File: src/rtl/fhdr_pkg.sv
// Shared types and constants for the frame header sequencer.
package fhdr_pkg;

    // Sequencer states: idle, header read, decode/check, fetch handoff
    typedef enum logic [1:0] {
        ST_IDLE  = 2'd0,
        ST_RD    = 2'd1,
        ST_CHK   = 2'd2,
        ST_FETCH = 2'd3
    } seq_st_t;

    localparam logic [1:0] MODE_NODISP = 2'd1;
    localparam logic [1:0] MODE_NOHDR  = 2'd2;

    localparam logic [9:0] HDR_LONG  = 10'h200;
    localparam logic [9:0] HDR_SHORT = 10'h020;

endpackage

File: src/rtl/fhdr_decode.sv
// Depth decoder: turns the 3-bit depth field into bits per pixel, colour
// format and header length. Assumes the code is stable during the check cycle.
module fhdr_decode
    import fhdr_pkg::*;
(
    input  logic [2:0] code,
    input  logic       tft,
    input  logic       no_hdr,
    output logic       depth_ok,
    output logic [4:0] bpp,
    output logic       c12,
    output logic [9:0] hdr_off
);

    // Map depth code to bpp; header length follows the long/short grouping
    always_comb begin
        depth_ok = 1'b1;
        c12      = 1'b0;
        case (code)
            3'd1:    bpp = 5'd2;
            3'd2:    bpp = 5'd4;
            3'd3:    bpp = 5'd8;
            3'd0: begin
                bpp      = 5'd0;
                depth_ok = 1'b0;
            end
            default: begin
                bpp = 5'd16;
                c12 = !tft;
            end
        endcase
        if (no_hdr)
            hdr_off = 10'd0;
        else if (code >= 3'd3)
            hdr_off = HDR_LONG;
        else
            hdr_off = HDR_SHORT;
    end

endmodule

File: src/rtl/fhdr_geom.sv
// Frame geometry: computes byte size, buffer fit, line step, displayed line
// window and fetch address/length. Pure combinational; assumes bpp <= 16.
module fhdr_geom #(
    parameter int DIM_W = 10,
    parameter int AW    = 24
) (
    input  logic [4:0]           bpp,
    input  logic [9:0]           hdr_off,
    input  logic [DIM_W-1:0]     width,
    input  logic [DIM_W-1:0]     height,
    input  logic                 sub_on,
    input  logic                 sub_first,
    input  logic [DIM_W-1:0]     sub_val,
    input  logic [AW-1:0]        top,
    input  logic [AW-1:0]        bot,
    output logic                 fits,
    output logic [AW-1:0]        f_addr,
    output logic [DIM_W+1:0]     f_step,
    output logic [2*DIM_W+1:0]   f_len
);

    localparam int PW     = 2 * DIM_W;
    localparam int BW     = PW + 5;
    localparam int LW     = DIM_W + 5;
    localparam int STEP_W = DIM_W + 2;
    localparam int LEN_W  = PW + 2;
    localparam int CW     = ((AW > BW) ? AW : BW) + 2;

    logic [PW-1:0]    pix;
    logic [BW-1:0]    frame_bits;
    logic [BW-1:0]    frame_bytes;
    logic [LW-1:0]    line_bits;
    logic [DIM_W-1:0] first;
    logic [DIM_W-1:0] lines;
    logic [CW-1:0]    end_c;
    logic [CW-1:0]    lim_c;

    // Frame size in bytes and line step from pixel counts and depth
    always_comb begin
        pix         = PW'(width) * PW'(height);
        frame_bits  = BW'(pix) * BW'(bpp);
        frame_bytes = frame_bits >> 3;
        line_bits   = LW'(width) * LW'(bpp);
        f_step      = STEP_W'(line_bits >> 3);
    end

    // Displayed line window from the subpanel selection
    always_comb begin
        first = '0;
        lines = height;
        if (sub_on && sub_first) begin
            first = sub_val;
            lines = (sub_val < height) ? (height - sub_val) : '0;
        end else if (sub_on) begin
            lines = (sub_val < height) ? sub_val : height;
        end
    end

    // Buffer fit check (two bytes of slack) and fetch outputs
    always_comb begin
        end_c  = CW'(top) + CW'(hdr_off) + CW'(frame_bytes);
        lim_c  = CW'(bot) + CW'(2);
        fits   = (end_c <= lim_c);
        f_addr = AW'(CW'(top) + CW'(hdr_off) + CW'(first) * CW'(f_step));
        f_len  = LEN_W'(f_step) * LEN_W'(lines);
    end

endmodule

File: src/rtl/fhdr_addr_chk.sv
// Address window checker: every address whose use bit is set must lie in
// LO..HI inclusive. Addresses arrive packed, lowest index in the low bits.
module fhdr_addr_chk #(
    parameter int           AW = 24,
    parameter int           N  = 4,
    parameter logic [AW-1:0] LO = '0,
    parameter logic [AW-1:0] HI = '1
) (
    input  logic [N*AW-1:0] addrs,
    input  logic [N-1:0]    use_mask,
    output logic            all_ok
);

    logic [N-1:0] ok;

    for (genvar i = 0; i < N; i++) begin : g_win
        logic [AW-1:0] a;
        // Per-address window compare
        always_comb begin
            a     = addrs[i*AW +: AW];
            ok[i] = !use_mask[i] || ((a >= LO) && (a <= HI));
        end
    end

    assign all_ok = &ok;

endmodule

File: src/rtl/fhdr_seq.sv
// Frame header decode and fetch sequencer (top). Per frame: read the depth
// field from the current buffer, decode, check fit, then hand one fetch to the
// DMA. Assumes configuration inputs are stable while busy and rd_ack/fetch_ack
// answer requests that stay asserted until acknowledged.
module fhdr_seq
    import fhdr_pkg::*;
#(
    parameter int            AW     = 24,
    parameter int            DIM_W  = 10,
    parameter logic [AW-1:0] WIN_LO = 24'h001000,
    parameter logic [AW-1:0] WIN_HI = 24'hEFFFFF
) (
    input  logic                 clk,
    input  logic                 rst_n,
    input  logic [1:0]           mode,
    input  logic                 tft,
    input  logic                 dual,
    input  logic [DIM_W-1:0]     width,
    input  logic [DIM_W-1:0]     height,
    input  logic                 sub_on,
    input  logic                 sub_first,
    input  logic [DIM_W-1:0]     sub_val,
    input  logic [1:0]           irq_en,
    input  logic [AW-1:0]        buf0_top,
    input  logic [AW-1:0]        buf0_bot,
    input  logic [AW-1:0]        buf1_top,
    input  logic [AW-1:0]        buf1_bot,
    input  logic                 en_wr,
    input  logic                 en_val,
    input  logic                 frm_start,
    input  logic                 cond_clr,
    output logic                 rd_req,
    output logic [AW-1:0]        rd_addr,
    input  logic                 rd_ack,
    input  logic [2:0]           rd_code,
    output logic                 fetch_req,
    output logic [AW-1:0]        fetch_addr,
    output logic [DIM_W+1:0]     fetch_step,
    output logic [2*DIM_W+1:0]   fetch_len,
    output logic [4:0]           fetch_bpp,
    output logic                 fetch_c12,
    input  logic                 fetch_ack,
    output logic                 enabled,
    output logic                 busy,
    output logic                 buf_sel,
    output logic                 sync_err,
    output logic                 frame_done,
    output logic [2:0]           cond,
    output logic                 dma_irq
);

    localparam int NBUF_ADDR = 4;

    seq_st_t               st_q;
    logic [2:0]            code_q;
    logic                  en_q, sel_q, sync_q, fdone_q, irq_q;
    logic [2:0]            cond_q;
    logic [AW-1:0]         f_addr_q;
    logic [DIM_W+1:0]      f_step_q;
    logic [2*DIM_W+1:0]    f_len_q;
    logic [4:0]            f_bpp_q;
    logic                  f_c12_q;

    logic [AW-1:0]         cur_top, cur_bot;
    logic                  depth_ok, c12, fits, addr_ok;
    logic [4:0]            bpp;
    logic [9:0]            hdr_off;
    logic [AW-1:0]         g_addr;
    logic [DIM_W+1:0]      g_step;
    logic [2*DIM_W+1:0]    g_len;
    logic                  do_en, do_dis;

    // Current buffer bounds from the buffer index
    always_comb begin
        cur_top = sel_q ? buf1_top : buf0_top;
        cur_bot = sel_q ? buf1_bot : buf0_bot;
    end

    fhdr_decode u_dec (
        .code     (code_q),
        .tft      (tft),
        .no_hdr   (mode == MODE_NOHDR),
        .depth_ok (depth_ok),
        .bpp      (bpp),
        .c12      (c12),
        .hdr_off  (hdr_off)
    );

    fhdr_geom #(.DIM_W(DIM_W), .AW(AW)) u_geom (
        .bpp       (bpp),
        .hdr_off   (hdr_off),
        .width     (width),
        .height    (height),
        .sub_on    (sub_on),
        .sub_first (sub_first),
        .sub_val   (sub_val),
        .top       (cur_top),
        .bot       (cur_bot),
        .fits      (fits),
        .f_addr    (g_addr),
        .f_step    (g_step),
        .f_len     (g_len)
    );

    fhdr_addr_chk #(.AW(AW), .N(NBUF_ADDR), .LO(WIN_LO), .HI(WIN_HI)) u_achk (
        .addrs    ({buf1_bot, buf1_top, buf0_bot, buf0_top}),
        .use_mask ({dual, dual, 2'b11}),
        .all_ok   (addr_ok)
    );

    assign do_en  = en_wr && en_val && !en_q;
    assign do_dis = en_wr && !en_val && en_q;

    // Sequencer, enable control and DMA-side status
    always_ff @(posedge clk) begin
        if (!rst_n) begin
            st_q     <= ST_IDLE;
            code_q   <= '0;
            en_q     <= 1'b0;
            sel_q    <= 1'b0;
            sync_q   <= 1'b0;
            fdone_q  <= 1'b0;
            irq_q    <= 1'b0;
            cond_q   <= '0;
            f_addr_q <= '0;
            f_step_q <= '0;
            f_len_q  <= '0;
            f_bpp_q  <= '0;
            f_c12_q  <= 1'b0;
        end else begin
            irq_q <= 1'b0;
            if (cond_clr)
                cond_q <= '0;
            if (do_en) begin
                if (addr_ok) begin
                    en_q    <= 1'b1;
                    sel_q   <= 1'b0;
                    fdone_q <= 1'b0;
                    st_q    <= ST_IDLE;
                end else begin
                    cond_q[2] <= 1'b1;
                    irq_q     <= irq_en[1];
                end
            end else if (do_dis) begin
                en_q    <= 1'b0;
                sel_q   <= 1'b0;
                sync_q  <= 1'b0;
                fdone_q <= (mode != MODE_NODISP);
                st_q    <= ST_IDLE;
            end else begin
                case (st_q)
                    ST_IDLE: begin
                        if (frm_start && en_q && (mode != MODE_NODISP))
                            st_q <= (mode == MODE_NOHDR) ? ST_CHK : ST_RD;
                    end
                    ST_RD: begin
                        if (rd_ack) begin
                            code_q <= rd_code;
                            st_q   <= ST_CHK;
                        end
                    end
                    ST_CHK: begin
                        if (!depth_ok) begin
                            st_q <= ST_IDLE;
                        end else if (!fits) begin
                            sync_q <= 1'b1;
                            en_q   <= 1'b0;
                            st_q   <= ST_IDLE;
                        end else begin
                            cond_q[sel_q] <= 1'b1;
                            irq_q         <= irq_en[0];
                            if (dual)
                                sel_q <= !sel_q;
                            f_addr_q <= g_addr;
                            f_step_q <= g_step;
                            f_len_q  <= g_len;
                            f_bpp_q  <= bpp;
                            f_c12_q  <= c12;
                            st_q     <= ST_FETCH;
                        end
                    end
                    default: begin
                        if (fetch_ack)
                            st_q <= ST_IDLE;
                    end
                endcase
            end
        end
    end

    assign rd_req     = (st_q == ST_RD);
    assign rd_addr    = cur_top;
    assign fetch_req  = (st_q == ST_FETCH);
    assign fetch_addr = f_addr_q;
    assign fetch_step = f_step_q;
    assign fetch_len  = f_len_q;
    assign fetch_bpp  = f_bpp_q;
    assign fetch_c12  = f_c12_q;
    assign enabled    = en_q;
    assign busy       = (st_q != ST_IDLE);
    assign buf_sel    = sel_q;
    assign sync_err   = sync_q;
    assign frame_done = fdone_q;
    assign cond       = cond_q;
    assign dma_irq    = irq_q;


    rd_only_enabled_chk: assert property (@(posedge clk) disable iff (!rst_n)
        rd_req |-> enabled);


    fetch_sets_cond_chk: assert property (@(posedge clk) disable iff (!rst_n)
        $rose(fetch_req) |-> (cond[1:0] != 2'b00));


    sync_disables_chk: assert property (@(posedge clk) disable iff (!rst_n)
        $rose(sync_err) |-> !enabled);


    fetch_addr_hold_chk: assert property (@(posedge clk) disable iff (!rst_n)
        (fetch_req && !fetch_ack) |=> (!fetch_req || $stable(fetch_addr)));


    done_when_off_chk: assert property (@(posedge clk) disable iff (!rst_n)
        $rose(frame_done) |-> !enabled);

endmodule

File: config.mk
export PLATFORM = sky130hd
export DESIGN_NAME = fhdr_seq
export DESIGN_NICKNAME = d
export VERILOG_FILES = /design/src/rtl/fhdr_pkg.sv /design/src/rtl/fhdr_decode.sv /design/src/rtl/fhdr_geom.sv /design/src/rtl/fhdr_addr_chk.sv /design/src/rtl/fhdr_seq.sv
export SDC_FILE = /design/constraint.sdc
export NUM_CORES = 1
export LEC_CHECK = 0
export BUFFER_PORTS_ARGS = -buffer_cell sky130_fd_sc_hd__buf_2
export CAP_MARGIN = 0
export CORE_ASPECT_RATIO = 1.25
export CORE_MARGIN = 10
export CORE_UTILIZATION = 50
export DETAILED_ROUTE_END_ITERATION = 12
export PLACE_DENSITY = 0.79
export SLEW_MARGIN = 20
export SYNTH_ARGS = -nofsm -noshare
export SYNTH_HDL_FRONTEND = slang
export SYNTH_SLANG_ARGS = --single-unit
File: constraint.sdc
create_clock -name clk -period 34.1 [get_ports clk]
set_clock_uncertainty 0.1 [all_clocks]
set_input_delay 5.115 -clock clk [delete_from_list [all_inputs] [get_ports clk]]
set_output_delay 5.115 -clock clk [all_outputs]
set_load 0.02 [all_outputs]
==> qor.txt <==
Hold Path Class: reg -> reg
Leak: 12.24 nW
Initial Utilization: 50.80%
Clk root buf: clkbuf_16
Crit path required time: 34.27 ns
Synth Flop Type: dfxtp_1
Commonest non-fill, non-tap cell in the layout: inv_1
Crit path time final: 17.21 ns
Status: finished, final reports clean
Worst skew pair latency: 0.34 ns
Post-synthesis sequential area ratio: 6.772%
Routed Wire Length: 64260 um
Post-synth top area cell: fa_1
First-pass GRT wire length: 104200 um
Wirelength per Cell: 18.35 um
Final Wtd Congestion: 0.9720
WP data arrival: 17.38 ns
Chip width: 209.6 um
Mean post-synth cell area: 8.146 um^2
Pwr/cell area: 23.85 nW/um^2
Remaining global-route overflow: 0
Sequential Power Share: 15.3%
Kind of critical path: in -> reg
Worst Hold Slack: 0.3435 ns
Synth top area share: 26.37%
Io pins: 244
CTS tree: done
Nets: 3668
Die height: 257 um
Pin count of the biggest net entering global routing: 69
Clock power share: 16.9%
Worst slew pin tran: 1.148 ns
Commonest cells after routing, fill and taps aside: inv_1, nand2_1, ha_1
Final Setup Violations: 0
EDFF count, synth: 0
HPWL Detailed: 53670 um
Avg Vias per Cell: 5.705
Clock Path Buffers: 2
Combinational share of power: 67.8%
Post-cts hold buffer count: 0
FF-to-FF End: fetch_addr[20]$_SDFFE_PN0P_
Num CTS Buffers: 9
Via count: 19970
Routed Antenna Nets: 0
FMAX: 58.09 MHz
DR DRC count: 0
DR iter-0 viols: 1273
Mapped Area: 22470 um^2
FF-to-FF setup slack: 23.23 ns
P_sw: 0.0002844 W
RSZ-0062 raised after global routing: false
CTS sink cnt: 76
Vias in the first global route: 20560
Slowest cell on crit path: fa_1
Number of iterations in the first detailed-routing pass: 8
Switching Fraction: 48.81%
Fin. Hold Viols: 0
Maxcap violations: 0
HP Start: fetch_len[5]$_SDFFE_PN0P_
Final Cycle Share: 50.48%
Die area: 53870 um^2
H-Tree Depth: 3
#FFs+latches synth: 76
Row cnt: 86
Max-slew violation count: 0
Post_cts resized: 0
Setup bufs post-CTS: 0
CP endpoint kind: register
Worst slew margin: 22.94%
Cell count after synthesis: 2758
PortBufs: 242
Cells on worst reg2reg path: 30
FF-to-FF Start: code_q[2]$_SDFFE_PN0P_
Cell mode on critical path: fa_1
Sum Neg Setup Slack: 0 ns
Layout cells sized above 1: 11.65%
CTS clk-pin slew, worst paths: 0.06 ns
Top cells by area, synth: fa_1, ha_1, dfxtp_1
Sum of buffers and inverters on the critical path: 6
Worst hold stages: 2
Final worst-path setup slack: 16.89 ns
Hold EP: fetch_len[5]$_SDFFE_PN0P_
GRT Total Usage: 23.34%
Post-synth cell types: 87
Core area: 44220 um^2
DP Worst Slack: 16.42 ns
Synth Warn #: 0
Worst setup SP type: input port
CP peak stage delay: 0.56 ns
Cell family with most CP delay: adder cells
Total power: 0.0005825 W
CP max FO: 68
Internal: 0.0002982 W
Async set or reset register ratio after synthesis: 0%
Area Growth Syn to Fin: 8.704%
Worst IR drop on VDD: 0.00003710 V
Antenna violations before repair: 0
registers in the layout, summed over array words and instances (netlist names):
register    count
buf_sel         1
code_q          3
cond            3
dma_irq         1
enabled         1
fetch_addr     24
fetch_bpp       4
fetch_c12       1
fetch_len      22
fetch_step     12
frame_done      1
st_q            2
sync_err        1
per-layer routing:
metal / vias to the layer above / part of all wire (%) / track usage [%]
li1: 9428 / - / -
met1: 9700 / 39 / 27.04
met2: 696 / 52 / 42.57
met3: 149 / 5.2 / 2.957
met4: 0 / 4.1 / 8.965
met5: - / 0 / 0
worst max path at each step:
stage,startpoint,end,slack [ns],cells past startpoint
finish,height[6],fetch_step[11]$_SDFFE_PN0P_,16.89,44
global route,height[3],fetch_addr[20]$_SDFFE_PN0P_,16.08,45
CTS,height[6],fetch_addr[23]$_SDFFE_PN0P_,16.70,45
detailed placement,height[6],fetch_addr[23]$_SDFFE_PN0P_,16.42,45
global placement,height[6],fetch_addr[23]$_SDFFE_PN0P_,16.61,45
floorplan,height[3],fetch_addr[11]$_SDFFE_PN0P_,17.98,50
synthesized netlist by cell type (6+ instances only):
cell,n
buf_2,31
dfxtp_1,76
o2111ai_1,6
nor3_1,48
mux2_2,21
nor4_1,17
xor2_1,41
fa_1,296
nand4_1,16
and3_1,30
xnor2_1,94
a21boi_0,6
a21o_1,40
a41oi_1,6
a31oi_1,18
ha_1,304
nand3_1,64
nand2_1,347
mux2i_1,31
or3_1,17
and2_1,119
nand3b_1,8
o21bai_1,15
nor2_1,189
o21a_1,24
nor2b_1,40
a21oi_1,135
o21ai_0,74
clkbuf_1,70
or2_2,13
o211ai_1,10
inv_1,367
nand2b_1,46
a211oi_1,21
a22oi_1,7
cell families after synthesis:
| kind of cell | count (synthesis) | share of synthesized area, % |
|---|---|---|
| fa+ha+maj | 600 | 43.30 |
| flops | 76 | 6.772 |
| buf+inv | 480 | 8.398 |
| compound gates | 431 | 12.52 |
| mux | 52 | 2.434 |
| xor+xnor | 137 | 5.463 |
| other cells | 1 | 0.01669 |
| simple gates | 981 | 21.09 |
worst min-delay path: stages, from the launching register on:
cell     delay (ns)
dfxtp_1        0.30
nand2_1        0.05
a21oi_1        0.05
power by group through the flow:
stage	Clock [W]	Combinational [W]	Sequential, W
after floorplan	0	0.000294	0.0000915
after global placement	0	0.000388	0.0000913
after detailed placement	0	0.000391	0.0000913
after CTS	0.0000999	0.000394	0.0000893
after global routing	0.000103	0.000443	0.0000894
final	0.0000984	0.000395	0.0000894
area by class of cell:
cell class	count	area, um^2
Multi-Input combinational cell	2204	19120
Fill cell	4074	19800
Antenna cell	1	2.502
Tap cell	572	715.7
Clock inverter	5	58.81
Sequential cell	76	1525
Timing Repair Buffer	263	1369
Inverter	369	1385
Clock buffer	11	242.7
metrics by stage:
step	std cells	utilization (%)	instance area, um^2
after floorplan	2760	-	22480
after detailed placement	3484	54.54	24120
after global placement	3484	54.54	24120
final	3501	55.23	24420
after global routing	3500	55.22	24420
after CTS	3500	55.22	24420
(Power assumes the default switching activity.)
